### src/rtl/bitop_pkg.sv
package bitop_pkg;

  typedef enum logic [1:0] {
    BOP_TEST = 2'b00,
    BOP_FLIP = 2'b01,
    BOP_CLR  = 2'b10,
    BOP_SET  = 2'b11
  } bop_e;

  localparam int FLG_W = 5;
  localparam int FLG_X = 4;
  localparam int FLG_N = 3;
  localparam int FLG_Z = 2;
  localparam int FLG_V = 1;
  localparam int FLG_C = 0;

  localparam int OPSEL_LSB = 6;
  localparam int DYN_BIT   = 8;

endpackage

### src/rtl/bitop_decode.sv
module bitop_decode
  import bitop_pkg::*;
#(
  parameter int OPC_W = 16
) (
  input  logic [OPC_W-1:0] opcode,
  output bop_e             op,
  output logic             dyn
);

  always_comb begin
    op  = bop_e'(opcode[OPSEL_LSB +: 2]);
    dyn = opcode[DYN_BIT];
  end

endmodule

### src/rtl/bitop_index.sv
module bitop_index #(
  parameter int DATA_W = 32,
  parameter int BYTE_W = 8,
  parameter int EXT_W  = 16,
  localparam int IDX_W  = $clog2(DATA_W),
  localparam int BIDX_W = $clog2(BYTE_W)
) (
  input  logic              dyn,
  input  logic              dst_reg,
  input  logic [EXT_W-1:0]  ext_word,
  input  logic [DATA_W-1:0] bitreg,
  output logic [IDX_W-1:0]  idx
);

  logic [IDX_W-1:0] src_low;

  always_comb begin
    src_low = dyn ? bitreg[IDX_W-1:0] : ext_word[IDX_W-1:0];
    if (dst_reg)
      idx = src_low;
    else
      idx = {{(IDX_W-BIDX_W){1'b0}}, src_low[BIDX_W-1:0]};
  end

endmodule

### src/rtl/bitop_alu.sv
module bitop_alu
  import bitop_pkg::*;
#(
  parameter int DATA_W = 32,
  localparam int IDX_W = $clog2(DATA_W)
) (
  input  bop_e              op,
  input  logic [DATA_W-1:0] operand,
  input  logic [IDX_W-1:0]  idx,
  output logic [DATA_W-1:0] result,
  output logic              was_zero,
  output logic              write
);

  for (genvar i = 0; i < DATA_W; i++) begin : g_bit
    logic hit;
    always_comb begin
      hit = (idx == IDX_W'(i));
      if (!hit)
        result[i] = operand[i];
      else begin
        unique case (op)
          BOP_TEST: result[i] = operand[i];
          BOP_FLIP: result[i] = ~operand[i];
          BOP_CLR:  result[i] = 1'b0;
          BOP_SET:  result[i] = 1'b1;
          default:  result[i] = operand[i];
        endcase
      end
    end
  end

  always_comb begin
    was_zero = ~operand[idx];
    write    = (op != BOP_TEST);
  end

endmodule

### src/rtl/bitop_unit.sv
module bitop_unit
  import bitop_pkg::*;
#(
  parameter int DATA_W = 32,
  parameter int BYTE_W = 8,
  parameter int OPC_W  = 16,
  parameter int EXT_W  = 16,
  localparam int IDX_W = $clog2(DATA_W)
) (
  input  logic              clk,
  input  logic              rst,
  input  logic              in_valid,
  input  logic [OPC_W-1:0]  opcode,
  input  logic [EXT_W-1:0]  ext_word,
  input  logic [DATA_W-1:0] bitreg_val,
  input  logic              dst_is_reg,
  input  logic [DATA_W-1:0] operand,
  input  logic [FLG_W-1:0]  flags_in,
  output logic              out_valid,
  output logic [DATA_W-1:0] result,
  output logic              wb_en,
  output logic [FLG_W-1:0]  flags_out
);

  bop_e              op;
  logic              dyn;
  logic [IDX_W-1:0]  idx;
  logic [DATA_W-1:0] res_c;
  logic              zero_c;
  logic              write_c;

  bitop_decode #(.OPC_W(OPC_W)) u_dec (
    .opcode (opcode),
    .op     (op),
    .dyn    (dyn)
  );

  bitop_index #(.DATA_W(DATA_W), .BYTE_W(BYTE_W), .EXT_W(EXT_W)) u_idx (
    .dyn      (dyn),
    .dst_reg  (dst_is_reg),
    .ext_word (ext_word),
    .bitreg   (bitreg_val),
    .idx      (idx)
  );

  bitop_alu #(.DATA_W(DATA_W)) u_alu (
    .op       (op),
    .operand  (operand),
    .idx      (idx),
    .result   (res_c),
    .was_zero (zero_c),
    .write    (write_c)
  );

  always_ff @(posedge clk) begin
    if (rst) begin
      out_valid <= 1'b0;
      wb_en     <= 1'b0;
      result    <= '0;
      flags_out <= '0;
    end else begin
      out_valid <= in_valid;
      wb_en     <= in_valid & write_c;
      if (in_valid) begin
        result           <= res_c;
        flags_out        <= flags_in;
        flags_out[FLG_Z] <= zero_c;
      end
    end
  end

  // outputs quiet on the cycle after reset
  p_reset_quiet_r1: assert property (@(posedge clk)
    $past(rst) |-> (!out_valid && !wb_en && result == '0 && flags_out == '0));

  // one-cycle latency
  p_latency_r2: assert property (@(posedge clk) disable iff (rst)
    in_valid |=> out_valid);

  // untouched flags follow the request
  p_flags_keep_r8: assert property (@(posedge clk) disable iff (rst)
    out_valid |-> (flags_out[FLG_X] == $past(flags_in[FLG_X]) &&
                   flags_out[FLG_N] == $past(flags_in[FLG_N]) &&
                   flags_out[FLG_V] == $past(flags_in[FLG_V]) &&
                   flags_out[FLG_C] == $past(flags_in[FLG_C])));

  // write-back only for modifying operations
  p_test_nowb_r9: assert property (@(posedge clk) disable iff (rst)
    out_valid |-> (wb_en == ($past(opcode[OPSEL_LSB +: 2]) != 2'b00)));

  // at most one bit differs from the operand
  p_one_bit_r10: assert property (@(posedge clk) disable iff (rst)
    out_valid |-> ($countones(result ^ $past(operand)) <= 1));

  // byte destination leaves the upper bits alone
  p_mem_upper_r5: assert property (@(posedge clk) disable iff (rst)
    (out_valid && !$past(dst_is_reg)) |->
      (result[DATA_W-1:BYTE_W] == $past(operand[DATA_W-1:BYTE_W])));

endmodule

### config.mk
export PLATFORM = sky130hd
export DESIGN_NAME = bitop_unit
export DESIGN_NICKNAME = d
export VERILOG_FILES = /design/src/rtl/bitop_pkg.sv /design/src/rtl/bitop_decode.sv /design/src/rtl/bitop_index.sv /design/src/rtl/bitop_alu.sv /design/src/rtl/bitop_unit.sv
export SDC_FILE = /design/constraint.sdc
export NUM_CORES = 1
export LEC_CHECK = 0
export BUFFER_PORTS_ARGS = -buffer_cell sky130_fd_sc_hd__buf_4
export CAP_MARGIN = 10
export CORE_MARGIN = 5
export CORE_UTILIZATION = 47
export DETAILED_ROUTE_END_ITERATION = 8
export PLACE_DENSITY = 0.86
export SETUP_SLACK_MARGIN = 0.3
export SYNTH_ARGS = -nofsm -noshare
export SYNTH_HDL_FRONTEND = slang
export SYNTH_SLANG_ARGS = --single-unit
### constraint.sdc
create_clock -name clk -period 6.4 [get_ports clk]
set_clock_uncertainty 0.1 [all_clocks]
set_input_delay 1.92 -clock clk [delete_from_list [all_inputs] [get_ports clk]]
set_output_delay 1.92 -clock clk [all_outputs]
set_load 0.05 [all_outputs]
Word-level counts from Yosys, hierarchy flattened --
Index checks and enable logic that the tools add are counted.
Storage, ports and cells: register bits after elaboration 39, bits of input ports 105, output and inout bits 39, word-level logic and storage cells 144
Operators by class: $lt $le $gt $ge 1, equality and inequality tests 34, muxes and demuxes 68, bitwise gates (word level) 34, reduce and logical (&&, ||, !) cells 3
Operators with widths (number):
- $pmux W1 S4 | 32
- $eq A5 B5 Y1 const B | 16
- $eq A5 B4 Y1 const B | 8
- $mux W1 | 33
- $not A1 Y1 | 33
- $eq A5 B3 Y1 const B | 4
- $eq A5 B2 Y1 const B | 2
- $mux W5 | 2
- $lt A5 B6 Y1 const B | 1
- $bmux W1 S5 | 1
- $eq A5 B1 Y1 const B | 1
- $logic_not A5 Y1 | 1
- $eq A2 B2 Y1 const B | 2
- $eq A2 B1 Y1 const B | 1
- $logic_not A2 Y1 | 1
- $reduce_bool A2 Y1 | 1
- $and A1 B1 Y1 | 1

Depth between registers and ports, before layout --
depth after elaboration 5, gate-level depth with buffers 8, depth with buffers taken out 6

Modules after synthesis --
From an unflattened synthesis, not the netlist that was laid out.
Second synthesis, totals: cell total of the unflattened synthesis 299, area total of the unflattened synthesis 2615.0 µm²
By module, submodules not included:
- bitop_unit | instances 1, cells each 123, area each 1380.1 µm², sequential area each 780.7 µm²
- bitop_alu | instances 1, cells each 165, area each 1123.6 µm², sequential area each 0.0 µm²
- bitop_index | instances 1, cells each 8, area each 88.8 µm², sequential area each 0.0 µm²
- bitop_decode | instances 1, cells each 3, area each 22.5 µm², sequential area each 0.0 µm²

Least setup slack after synthesis --
Ideal clock, no wire load.
path kind in2reg, from input port ext_word[0], to register flags_out[2], setup time 0.088 ns, arrival time 3.446 ns, data required time 6.212 ns, path slack 2.766 ns, stages on the path 6, buffers on the path 1, path through buf_2 mux2i_4 mux4_2 o22ai_1 and4b_1 o32ai_2
On the way: word-level cells in the longest chain between the ends 5
Ends and longest elaborated chain:
- start, declared | RTL line bitop_unit.sv:14 | input logic [EXT_W-1:0] ext_word,
- $mux W5 | RTL line bitop_index.sv:18 | src_low = dyn ? bitreg[IDX_W-1:0] : ext_word[IDX_W-1:0];
- $mux W5 | RTL line bitop_index.sv:19 | if (dst_reg)
- $bmux W1 S5 | RTL line bitop_alu.sv:34 | was_zero = ~operand[idx];
- $mux W1 (implied by the code) | RTL line bitop_alu.sv:34
- $not A1 Y1 | RTL line bitop_alu.sv:34
- end signal, assigned | RTL line bitop_unit.sv:66 | flags_out <= flags_in;
- end signal, assigned by index | RTL line bitop_unit.sv:67 | flags_out[FLG_Z] <= zero_c;
- end, declared | RTL line bitop_unit.sv:22 | output logic [FLG_W-1:0] flags_out
No other way between the ends. The select of a mux whose other input is x is not followed. A chain may end at the register's enable or synchronous reset.

Worst setup path in the final report --
from input port opcode[8], to register result[6]
On the way: word-level cells in the longest chain between the ends 4
Ends and longest elaborated chain:
- start, declared | RTL line bitop_unit.sv:13 | input logic [OPC_W-1:0] opcode,
- $mux W5 | RTL line bitop_index.sv:18
- $mux W5 | RTL line bitop_index.sv:19
- $eq A5 B3 Y1 | RTL line bitop_alu.sv:18 | hit = (idx == IDX_W'(i));
- $mux W1 | RTL line bitop_alu.sv:19 | if (!hit)
- end signal, assigned | RTL line bitop_unit.sv:65 | result <= res_c;
- end, declared | RTL line bitop_unit.sv:20 | output logic [DATA_W-1:0] result,
No other way between the ends.

==> impl_metrics.yaml <==
critical_path:
  endpoint_kind: "flip-flop"
  crit_required_ps: 6480
  worstPathArrival_ps: 3860
  reg2reg_setup_slack_ps: 5500
  path_max_fanout: 21
  crit_type: "input port to flip-flop"
  ff2ff_path_depth: 2
  worst_setup_path_start_kind: "input port"
  r2r_start: "result[6]"
  r2r_end: "result[6]"
placed_design:
  finalWeightedCongestion: 0.944
  portBuffers: 91
  dp_hpwl_mm: 6.05
route:
  drt_iter0_drc: 176
  wl_mm: 8.07
  remaining_drc_errors: 0
  firstDrtPassIters: 5
  final_antenna_net_count: 0
  wl_per_cell_um: 17.8
  via_per_inst: 5.99
  vias: 2715
global_routing:
  grt_usage_pct: 23.9
  antenna_found_initial: 0
  grt_overflow: 0
  grt_max_degree: 71
  grt_pass1_vias: 2534
  grt_first_pass_wirelength_mm: 12.4
synthesis:
  synth-warning-count: 0
  synth-async-reset-ratio_pct: 0
  synth_seq_cells: 39
  avgSynthCellArea_um2: 7.93
  synth_edf_count: 0
  synth_mux_area_share_pct: 7.46
  synth_top_cell_by_area: "dfxtp_1"
  synth_xor_area_share_pct: 0
  synth_cell_type_count: 36
  synth-compound-area-share_pct: 38.7
  ys_top_cells_by_area: "dfxtp_1 (32%), a311oi_1 (12%), o21ai_0 (9.3%), nand2_1 (7.1%), nor2_1 (6.0%)"
  yosysMostFrequentCell: "nand2_1"
  synth_nets: 412
  synthSimpleGateAreaFrac_pct: 16.6
  synth_top_family_by_area: "compound AO/OA/AOI/OAI gates"
  synth_area_um2: 2430
  synth_fa_ha_area_share_pct: 0
  synth_top_area_share_pct: 32.1
  ys.flop_type: "dfxtp_1"
  netlist_instances: 307
  synth_common_cells: "nand2_1 (46), o21ai_0 (45), dfxtp_1 (39), nor2_1 (39), a311oi_1 (32)"
  ys_seq_area_share_pct: 32.1
timing:
  hold_viol_final: 0
  fin_crit_ps: 3780
  rsz0062_at_grt: "false"
  fin_setup_tns_ps: 0
  maxSlewViolCount: 0
  max_clock_freq_mhz: 265
  hold_slack_ps: 384
  period_share_pct: 59.0
  worstMarginPinSlew_ps: 1110
  setup_viol: 0
  slew_headroom_pct: 25.8
min_path:
  hold_end: "result[18]"
  min_from: "result[18]"
  hold_depth: 2
  hold_class: "flip-flop to flip-flop"
run_status:
  outcome: "completed"
clock_network:
  clock-sinks: 39
  cts_made_buffers: 5
  cts_hold_buf: 0
  clk_pin_slew_ps: 80
  clock_path_buffers: 2
  cts_tree: "yes"
  clock_latency_ps: 280
  post_cts_resized: 0
  cts-root-buf: "clkbuf_8"
  post_cts_buffers: 0
  h-tree-depth: 2
final_layout:
  nNetsFinal: 487
  diodes: 0
  area_delta_synth_final_pct: 31.1
  fill_cells: 468
  drive_above_1_share_pct: 28.7
floorplanning:
  die_h_um: 82.0
  ios: 144
  dieArea_um2: 6720
  coreArea_um2: 5070
  die_w_um: 82.0
  row_count: 26
  initial_core_util_pct: 48.0
pwr:
  ir_drop_mv: 0.126
  p_leak_nw: 1.26
  powerDensity_nw_per_um2: 205
run:
  drv_cap: 0
## flip-flops by register name (all words and copies together), names as in the netlist
name and flops:
wb_en 1, out_valid 1, result 32, flags_out 5
## stage by stage
stage               util, %  setup slack, ps  std cells  instance area [µm²]  total power [mW]
finish                 62.8             2620        453                 3190             0.653
CTS                    62.8             2650        453                 3190             0.657
detailed placement     61.2             2350        445                 3110             0.495
global placement       61.2             2360        445                 3110             0.492
global route           62.8             2550        453                 3190             0.684
floorplan                 -             2770        307                 2430             0.415
## power breakdown
group | switching, mW | internal (mW) | total, mW
logic | 0.144 | 0.0781 | 0.222
registers | 0.00865 | 0.260 | 0.269
clock network | 0.0860 | 0.0766 | 0.163
total | 0.239 | 0.415 | 0.653
## worst max-delay path: stages
cell	delay, ps
buf_4	260
mux2_2	410
nand2_2	200
nand2_1	370
a211o_1	390
a311oi_1	300
## per-layer routing
layer	vias up	track usage [%]	routed length, µm
li1	1324	-	-
met1	1253	31.2	3450
met2	128	39.8	3890
met3	10	4.61	645
met4	0	6.81	85
met5	-	0	0
## placed cells by master (no fill, tap or decap), types with 2 or more instances in the layout
cell,instances
a2111o_1,4
a211o_1,15
a311oi_1,32
a32o_1,5
a32oi_1,2
buf_4,91
clkbuf_1,2
clkbuf_8,5
dfxtp_1,39
inv_1,8
mux2_2,3
mux2i_1,8
mux4_2,2
nand2_1,46
nand2b_1,4
nor2_1,39
o21ai_0,45
o21ai_1,5
o22ai_1,9
o32ai_2,3
## worst max path at each step
stage                     start           end  slack (ps)  cells past startpoint
finish                opcode[8]     result[6]        2620                      6
global route          opcode[8]     result[6]        2550                      6
CTS                   opcode[8]  flags_out[2]        2650                      6
detailed placement    opcode[8]  flags_out[2]        2350                      6
global placement      opcode[8]  flags_out[2]        2360                      6
floorplan           ext_word[0]  flags_out[2]        2770                      6
## cell type report
cell class,instances,area [µm²],share of cell area [%]
Multi-Input combinational cell,237,1530,47.9
Inverter,8,30.0,0.942
Tap cell,70,87.6,2.75
Timing Repair Buffer,91,683,21.4
Sequential cell,39,781,24.5
Clock buffer,7,76.3,2.39
Clock inverter,1,5.00,0.157
## cell families after synthesis
kind of cell | count (synthesis)
AO/OA/AOI/OAI | 127
buffers and inverters | 31
flip-flops | 39
AND/OR/NAND/NOR | 96
multiplexers | 14
(Power assumes the default switching activity.)
